--- src/rtl/drv_cmd_pkg.sv ---
package drv_cmd_pkg;
  localparam int WORD_W  = 16;
  localparam int FUNC_W  = 4;
  localparam int ARG_W   = WORD_W - FUNC_W;
  localparam int MOD_W   = 4;
  localparam int GRP_W   = 4;
  localparam int HSEL_W  = 4;
  localparam int HEAD_W  = GRP_W + HSEL_W;
  localparam int FAULT_W = 12;
  localparam int STAT_W  = 16;
  localparam int OFS_N   = 2;

  typedef enum logic [FUNC_W-1:0] {
    OP_SEEK    = 4'd0,
    OP_RECAL   = 4'd1,
    OP_RQ_STAT = 4'd2,
    OP_RQ_CFG  = 4'd3,
    OP_HGRP    = 4'd4,
    OP_CTRL    = 4'd5,
    OP_STROBE  = 4'd6,
    OP_TRACK   = 4'd7,
    OP_DIAG    = 4'd8,
    OP_BPS     = 4'd9
  } op_e;

  typedef struct packed {
    logic       late;
    logic [1:0] mag;
  } ofs_t;

  function automatic ofs_t ofs_from_mod(input logic [MOD_W-1:0] m);
    ofs_t o;
    o.mag  = m[2:1];
    o.late = (m[2:1] != 2'b00) & m[0];
    return o;
  endfunction
endpackage

--- src/rtl/drv_cmd_decode.sv ---
module drv_cmd_decode
  import drv_cmd_pkg::*;
(
  input  logic [WORD_W-1:0] word_i,
  output logic [FUNC_W-1:0] op_o,
  output logic [ARG_W-1:0]  arg_o,
  output logic              ok_o
);
  logic [MOD_W-1:0] mod;
  logic             lo_zero, all_zero;

  assign op_o     = word_i[WORD_W-1 -: FUNC_W];
  assign arg_o    = word_i[ARG_W-1:0];
  assign mod      = word_i[ARG_W-1 -: MOD_W];
  assign lo_zero  = (word_i[7:0] == 8'h00);
  assign all_zero = lo_zero && (mod == '0);

  always_comb begin
    unique case (op_o)
      OP_SEEK:    ok_o = 1'b1;
      OP_RECAL:   ok_o = all_zero;
      OP_RQ_STAT: ok_o = all_zero;
      OP_RQ_CFG:  ok_o = lo_zero;
      OP_HGRP:    ok_o = (mod == '0) && (word_i[3:0] == 4'h0);
      OP_CTRL:    ok_o = lo_zero && (mod == 4'd0 || mod == 4'd2 || mod == 4'd3);
      OP_STROBE,
      OP_TRACK:   ok_o = lo_zero && !mod[MOD_W-1];
      OP_DIAG:    ok_o = all_zero;
      OP_BPS:     ok_o = 1'b1;
      default:    ok_o = 1'b0;
    endcase
  end
endmodule

--- src/rtl/drv_ofs_reg.sv ---
module drv_ofs_reg
  import drv_cmd_pkg::*;
#(
  parameter logic [FUNC_W-1:0] OPC = OP_STROBE
) (
  input  logic              clk_i,
  input  logic              rst_ni,
  input  logic              fire_i,
  input  logic [FUNC_W-1:0] op_i,
  input  logic [MOD_W-1:0]  mod_i,
  output ofs_t              ofs_o
);
  always_ff @(posedge clk_i or negedge rst_ni) begin
    if (!rst_ni) ofs_o <= '0;
    else if (fire_i) begin
      if (op_i == OPC) ofs_o <= ofs_from_mod(mod_i);
      else if (op_i == OP_SEEK || op_i == OP_RECAL) ofs_o <= '0;
    end
  end
endmodule

--- src/rtl/drv_stat_reg.sv ---
module drv_stat_reg
  import drv_cmd_pkg::*;
#(
  parameter bit SPIN_AT_RST = 1'b0
) (
  input  logic               clk_i,
  input  logic               rst_ni,
  input  logic               fire_i,
  input  logic               bad_i,
  input  logic [FUNC_W-1:0]  op_i,
  input  logic [MOD_W-1:0]   mod_i,
  input  logic [FAULT_W-1:0] fault_set_i,
  input  logic               seek_done_i,
  output logic [STAT_W-1:0]  status_o
);
  logic [FAULT_W-1:0] flt_q;
  logic               busy_q, spin_q, ctrl, clr;

  assign ctrl = fire_i && (op_i == OP_CTRL);
  assign clr  = ctrl && (mod_i == 4'd0);

  always_ff @(posedge clk_i or negedge rst_ni) begin
    if (!rst_ni) begin
      flt_q  <= '0;
      busy_q <= 1'b0;
      spin_q <= SPIN_AT_RST;
    end else begin
      // set beats clear
      flt_q <= (clr ? '0 : flt_q) | fault_set_i | {{(FAULT_W-1){1'b0}}, bad_i};
      if (fire_i && (op_i == OP_SEEK || op_i == OP_RECAL)) busy_q <= 1'b1;
      else if (seek_done_i) busy_q <= 1'b0;
      if (ctrl && mod_i == 4'd2) spin_q <= 1'b0;
      else if (ctrl && mod_i == 4'd3) spin_q <= 1'b1;
    end
  end

  assign status_o = {2'b00, spin_q, busy_q, flt_q};
endmodule

--- src/rtl/drv_cmd_core.sv ---
module drv_cmd_core
  import drv_cmd_pkg::*;
#(
  parameter bit SPIN_AT_RST = 1'b0
) (
  input  logic               clk_i,
  input  logic               rst_ni,
  input  logic               cmd_valid_i,
  input  logic [WORD_W-1:0]  cmd_word_i,
  input  logic [HSEL_W-1:0]  head_sel_i,
  input  logic               seek_done_i,
  input  logic [FAULT_W-1:0] fault_set_i,
  output logic [ARG_W-1:0]   target_cyl_o,
  output logic [GRP_W-1:0]   head_group_o,
  output logic [HEAD_W-1:0]  head_num_o,
  output logic [2:0]         strobe_ofs_o,
  output logic [2:0]         track_ofs_o,
  output logic               spindle_on_o,
  output logic [STAT_W-1:0]  status_o,
  output logic               attn_o,
  output logic               resp_req_o,
  output logic               resp_cfg_o
);
  logic [FUNC_W-1:0] op;
  logic [ARG_W-1:0]  arg;
  logic              cmd_ok, fire, bad;
  logic [MOD_W-1:0]  mod;
  ofs_t              ofs_q [OFS_N];

  drv_cmd_decode u_dec (.word_i(cmd_word_i), .op_o(op), .arg_o(arg), .ok_o(cmd_ok));

  assign fire = cmd_valid_i && cmd_ok;
  assign bad  = cmd_valid_i && !cmd_ok;
  assign mod  = arg[ARG_W-1 -: MOD_W];

  for (genvar g = 0; g < OFS_N; g++) begin : g_ofs
    localparam logic [FUNC_W-1:0] OPC = (g == 0) ? OP_STROBE : OP_TRACK;
    drv_ofs_reg #(.OPC(OPC)) u_ofs (
      .clk_i(clk_i), .rst_ni(rst_ni), .fire_i(fire),
      .op_i(op), .mod_i(mod), .ofs_o(ofs_q[g])
    );
  end

  drv_stat_reg #(.SPIN_AT_RST(SPIN_AT_RST)) u_stat (
    .clk_i(clk_i), .rst_ni(rst_ni), .fire_i(fire), .bad_i(bad),
    .op_i(op), .mod_i(mod), .fault_set_i(fault_set_i),
    .seek_done_i(seek_done_i), .status_o(status_o)
  );

  always_ff @(posedge clk_i or negedge rst_ni) begin
    if (!rst_ni) begin
      target_cyl_o <= '0;
      head_group_o <= '0;
      resp_req_o   <= 1'b0;
      resp_cfg_o   <= 1'b0;
    end else begin
      if (fire && op == OP_SEEK)  target_cyl_o <= arg;
      if (fire && op == OP_RECAL) target_cyl_o <= '0;
      if (fire && op == OP_HGRP)  head_group_o <= arg[4 +: GRP_W];
      resp_req_o <= fire && (op == OP_RQ_STAT || op == OP_RQ_CFG);
      resp_cfg_o <= fire && (op == OP_RQ_CFG);
    end
  end

  assign head_num_o   = {head_group_o, head_sel_i};
  assign strobe_ofs_o = ofs_q[0];
  assign track_ofs_o  = ofs_q[1];
  assign spindle_on_o = status_o[13];
  assign attn_o       = |status_o[FAULT_W-1:0];
endmodule

--- config.mk ---
export PLATFORM = sky130hd
export DESIGN_NAME = drv_cmd_core
export DESIGN_NICKNAME = d
export VERILOG_FILES = /design/src/rtl/drv_cmd_pkg.sv /design/src/rtl/drv_cmd_decode.sv /design/src/rtl/drv_ofs_reg.sv /design/src/rtl/drv_stat_reg.sv /design/src/rtl/drv_cmd_core.sv
export SDC_FILE = /design/constraint.sdc
export NUM_CORES = 1
export LEC_CHECK = 0
export CAP_MARGIN = 25
export CELL_PAD_IN_SITES_DETAIL_PLACEMENT = 1
export CELL_PAD_IN_SITES_GLOBAL_PLACEMENT = 2
export CORE_UTILIZATION = 40
export CTS_CLUSTER_SIZE = 24
export DETAILED_ROUTE_END_ITERATION = 10
export DONT_BUFFER_PORTS = 1
export GPL_TIMING_DRIVEN = 0
export PLACE_DENSITY = 0.85
export REMOVE_ABC_BUFFERS = 1
export SETUP_SLACK_MARGIN = 0.5
export SLEW_MARGIN = 20
export SYNTH_ARGS = -nofsm -noshare
export SYNTH_HDL_FRONTEND = slang
export SYNTH_SLANG_ARGS = --single-unit
--- constraint.sdc ---
create_clock -name clk_i -period 1.6 [get_ports clk_i]
set_input_delay 0.08 -clock clk_i [delete_from_list [all_inputs] [get_ports clk_i]]
set_output_delay 0.08 -clock clk_i [all_outputs]
set_load 0.01 [all_outputs]
==> flow_metrics.env <==
export IMPL_status="finished, violations left"
export IMPL_violations="hold timing"
export IMPL_skew_ns=0
export IMPL_min_period_ns=1.53
export IMPL_maxSlewHeadroom_pct=63.6
export IMPL_timing_final_ws_setup_ns=0.0659
export IMPL_cts_sinks=38
export IMPL_initial_core_util_pct=41.4
export IMPL_clk_pin_slew_worst_paths_ns=0.07
export IMPL_wl_per_cell_um=20.0
export IMPL_hpwl_um=3270
export IMPL_whs_ns=-0.0906
export IMPL_drv_slew=0
export IMPL_cts_tree="done"
export IMPL_vias=1490
export IMPL_grt_start_max_net_pins=39
export IMPL_synth_area_per_cell_um2=11.2
export IMPL_drc=0
export IMPL_cts_root_buf="clkbuf_8"
export IMPL_ys_warn_count=0
export IMPL_grt_pass1_wl_um=8140
export IMPL_fmax_ghz=0.652
export IMPL_die_h_um=71.9
export IMPL_clockBufferDepth=2
export IMPL_cp_required_ns=1.77
export IMPL_cellPowerDensity_nw_per_um2=754
export IMPL_p_leak_nw=1.05
export IMPL_min_path_type="in2reg"
export IMPL_worstMarginPinSlew_ns=0.539
export IMPL_nets=234
export IMPL_cts_inserted_buffers=5
export IMPL_ys_ff_latch=38
export IMPL_ir_drop_uv=434
export IMPL_placementRows=25
export IMPL_synth_yosys_seq_area_share_pct=48.6
export IMPL_syn_to_final_growth_pct=28.7
export IMPL_pre_cts_slack_ns=-0.382
export IMPL_crit_path_end_kind="register"
export IMPL_first_global_vias=1656
export IMPL_start_kind="primary input"
export IMPL_r2r_slack_ns=0.70
export IMPL_antenna_found_initial=0
export IMPL_rsz0062_at_grt="true"
export IMPL_crit_fanout=7
export IMPL_synth_top_cell_area_share_pct=48.6
export IMPL_postSynthCellCount=174
export IMPL_setup_viol=0
export IMPL_cap_violations=0
export IMPL_nFillCells=466
export IMPL_pin_count=86
export IMPL_vias_per_cell=5.62
export IMPL_port_buffer_count=0
export IMPL_diodes=0
export IMPL_clk_latency_ns=0.28
export IMPL_synth_area_leaders="dfrtp_1, mux2_4, buf_4"
export IMPL_drive_gt1_share_pct=31.3
export IMPL_synth_area_um2=1960
export IMPL_drt_antenna_violating_nets=0
export IMPL_die_w_um=71.9
export IMPL_grt_overflow_total=0
export IMPL_critPathKind="in2reg"
export IMPL_setup_tns_ns=0
export IMPL_core_um2=4720
export IMPL_synth_edf_count=0
export IMPL_synthArstFlopShare_pct=100
export IMPL_finalWirelength_um=5310
export IMPL_place_congestion=0.738
export IMPL_synth_area_leader_cell="dfrtp_1"
export IMPL_timing_final_crit_share_pct=95.9
export IMPL_die_area_um2=5170
export IMPL_first_iter_violations=48
export IMPL_synth_cell_types=41
export IMPL_synth_top_flop_cell="dfrtp_1"
export IMPL_grt_usage_pct=20.7
export IMPL_hold_viol=3
export IMPL_arrival_ns=1.70
export IMPL_htreeDepth=2
export IMPL_first_pass_iters=4
==> layout make-up <==
cell class                 instances  area (µm²)  area share (%)
multi-input combinational        109        1000            39.9
inverter                           8        30.0            1.19
clock buffer                       7        76.3            3.03
sequential                        38         956            38.0
tap                               67        83.8            3.33
timing repair buffer              36         367            14.6
==> timing repair <==
action / in CTS / in global routing
hold endpoints to repair: 61 / 3
pin swaps: 12 / 9
gates cloned: 1 / 0
gates resized for setup: 17 / 18
hold buffers: 24 / 1
endpoints found under the setup margin: 39 / 39
buffers inserted: 7 / 4
==> state kept, by name, indices dropped and copies added (netlist names) <==
name	count
target_cyl_o	12
u_stat.flt_q	12
g_ofs.u_ofs.ofs_o	6
head_group_o	4
resp_cfg_o	1
resp_req_o	1
u_stat.busy_q	1
u_stat.spin_q	1
==> critical path, cell delays in order <==
cell and delay [ns]:
or4_4 0.56, a2111oi_4 0.26, or3_4 0.27, o211ai_4 0.18, mux2_4 0.35
==> cells in the final DEF, fill, tap and decap left out, types with 2 or more instances in the layout <==
cell and n:
conb_1 2, a21o_1 11, o211ai_1 2, dfrtp_1 34
nand2_1 6, o22ai_1 4, mux2_2 7, nand2b_1 2
buf_12 2, o21ai_0 3, clkbuf_1 2, nand3_1 2
nor2_1 7, nor2b_1 12, o32ai_1 2, or2_2 2
o21ai_2 2, dfrtp_2 4, mux2_4 10, buf_4 7
nor4_4 5, buf_6 3, inv_1 8, clkbuf_8 5
dlygate4sd3_1 24, a21oi_1 3, o211ai_4 2
==> logic make-up (layout without fill, tap and decap cells) <==
kind of cell / Yosys count / count (layout) / share of synthesized area, %
compound gates: 38 / 39 / 15.9
xor+xnor: 1 / 1 / 0.448
buf+inv: 29 / 51 / 8.51
flops: 38 / 38 / 48.6
mux: 17 / 17 / 11.5
other cells: 1 / 2 / 0.192
simple gates: 50 / 50 / 14.8
==> cells in the mapped netlist, types with 2 or more instances <==
master    number
mux2_2         8
o32ai_1        2
nor4_1         6
nand2b_1       2
nor2b_1       12
clkbuf_1       3
nor4b_1        2
mux2_4         9
o211ai_1       2
o22ai_1        4
inv_1          8
nand3_1        3
nand2_1        7
nor3_1         2
o21ai_0        5
buf_4         12
a21oi_1        4
buf_2          4
dfrtp_1       38
nor2_1         8
a21o_1        11
or2_2          3
==> path summary, 6_finish.rpt <==
| check | from | endpoint | cells after the start |
|---|---|---|---|
| worst min register to register | u_stat.flt_q[6] | u_stat.flt_q[6] | 1 |
| worst max-delay path | cmd_word_i[10] | target_cyl_o[7] | 5 |
| worst max register to register | u_stat.flt_q[0] | u_stat.flt_q[0] | 1 |
| min in group asynchronous | rst_ni | g_ofs[1].u_ofs.ofs_o[0] | 2 |
| max in group asynchronous | rst_ni | u_stat.flt_q[5] | 2 |
| worst min-delay path | cmd_word_i[12] | g_ofs[0].u_ofs.ofs_o[0] | 1 |
==> metal layers <==
metal  up-vias  track usage [%]  wire length, µm
li1        658                -                -
met5         -                0                0
met1       755             23.3             2060
met3         7             7.36              390
met2        70             37.0             2800
met4         0             5.88               62
==> through the flow <==
stage | std cells | area (µm²) | util, % | power [mW]
floorplan | 154 | 1820 | - | 1.17
global placement | 221 | 1910 | 40.4 | 1.19
detailed placement | 221 | 1910 | 40.4 | 1.20
CTS | 260 | 2410 | 50.9 | 1.90
global route | 265 | 2520 | 53.3 | 1.98
finish | 265 | 2520 | 53.3 | 1.90
==> power by group <==
part	internal, mW	switching [mW]
Combinational	0.119	0.103
Clock	0.300	0.315
Sequential	1.00	0.0576
Power figures use the tool's default switching activity.
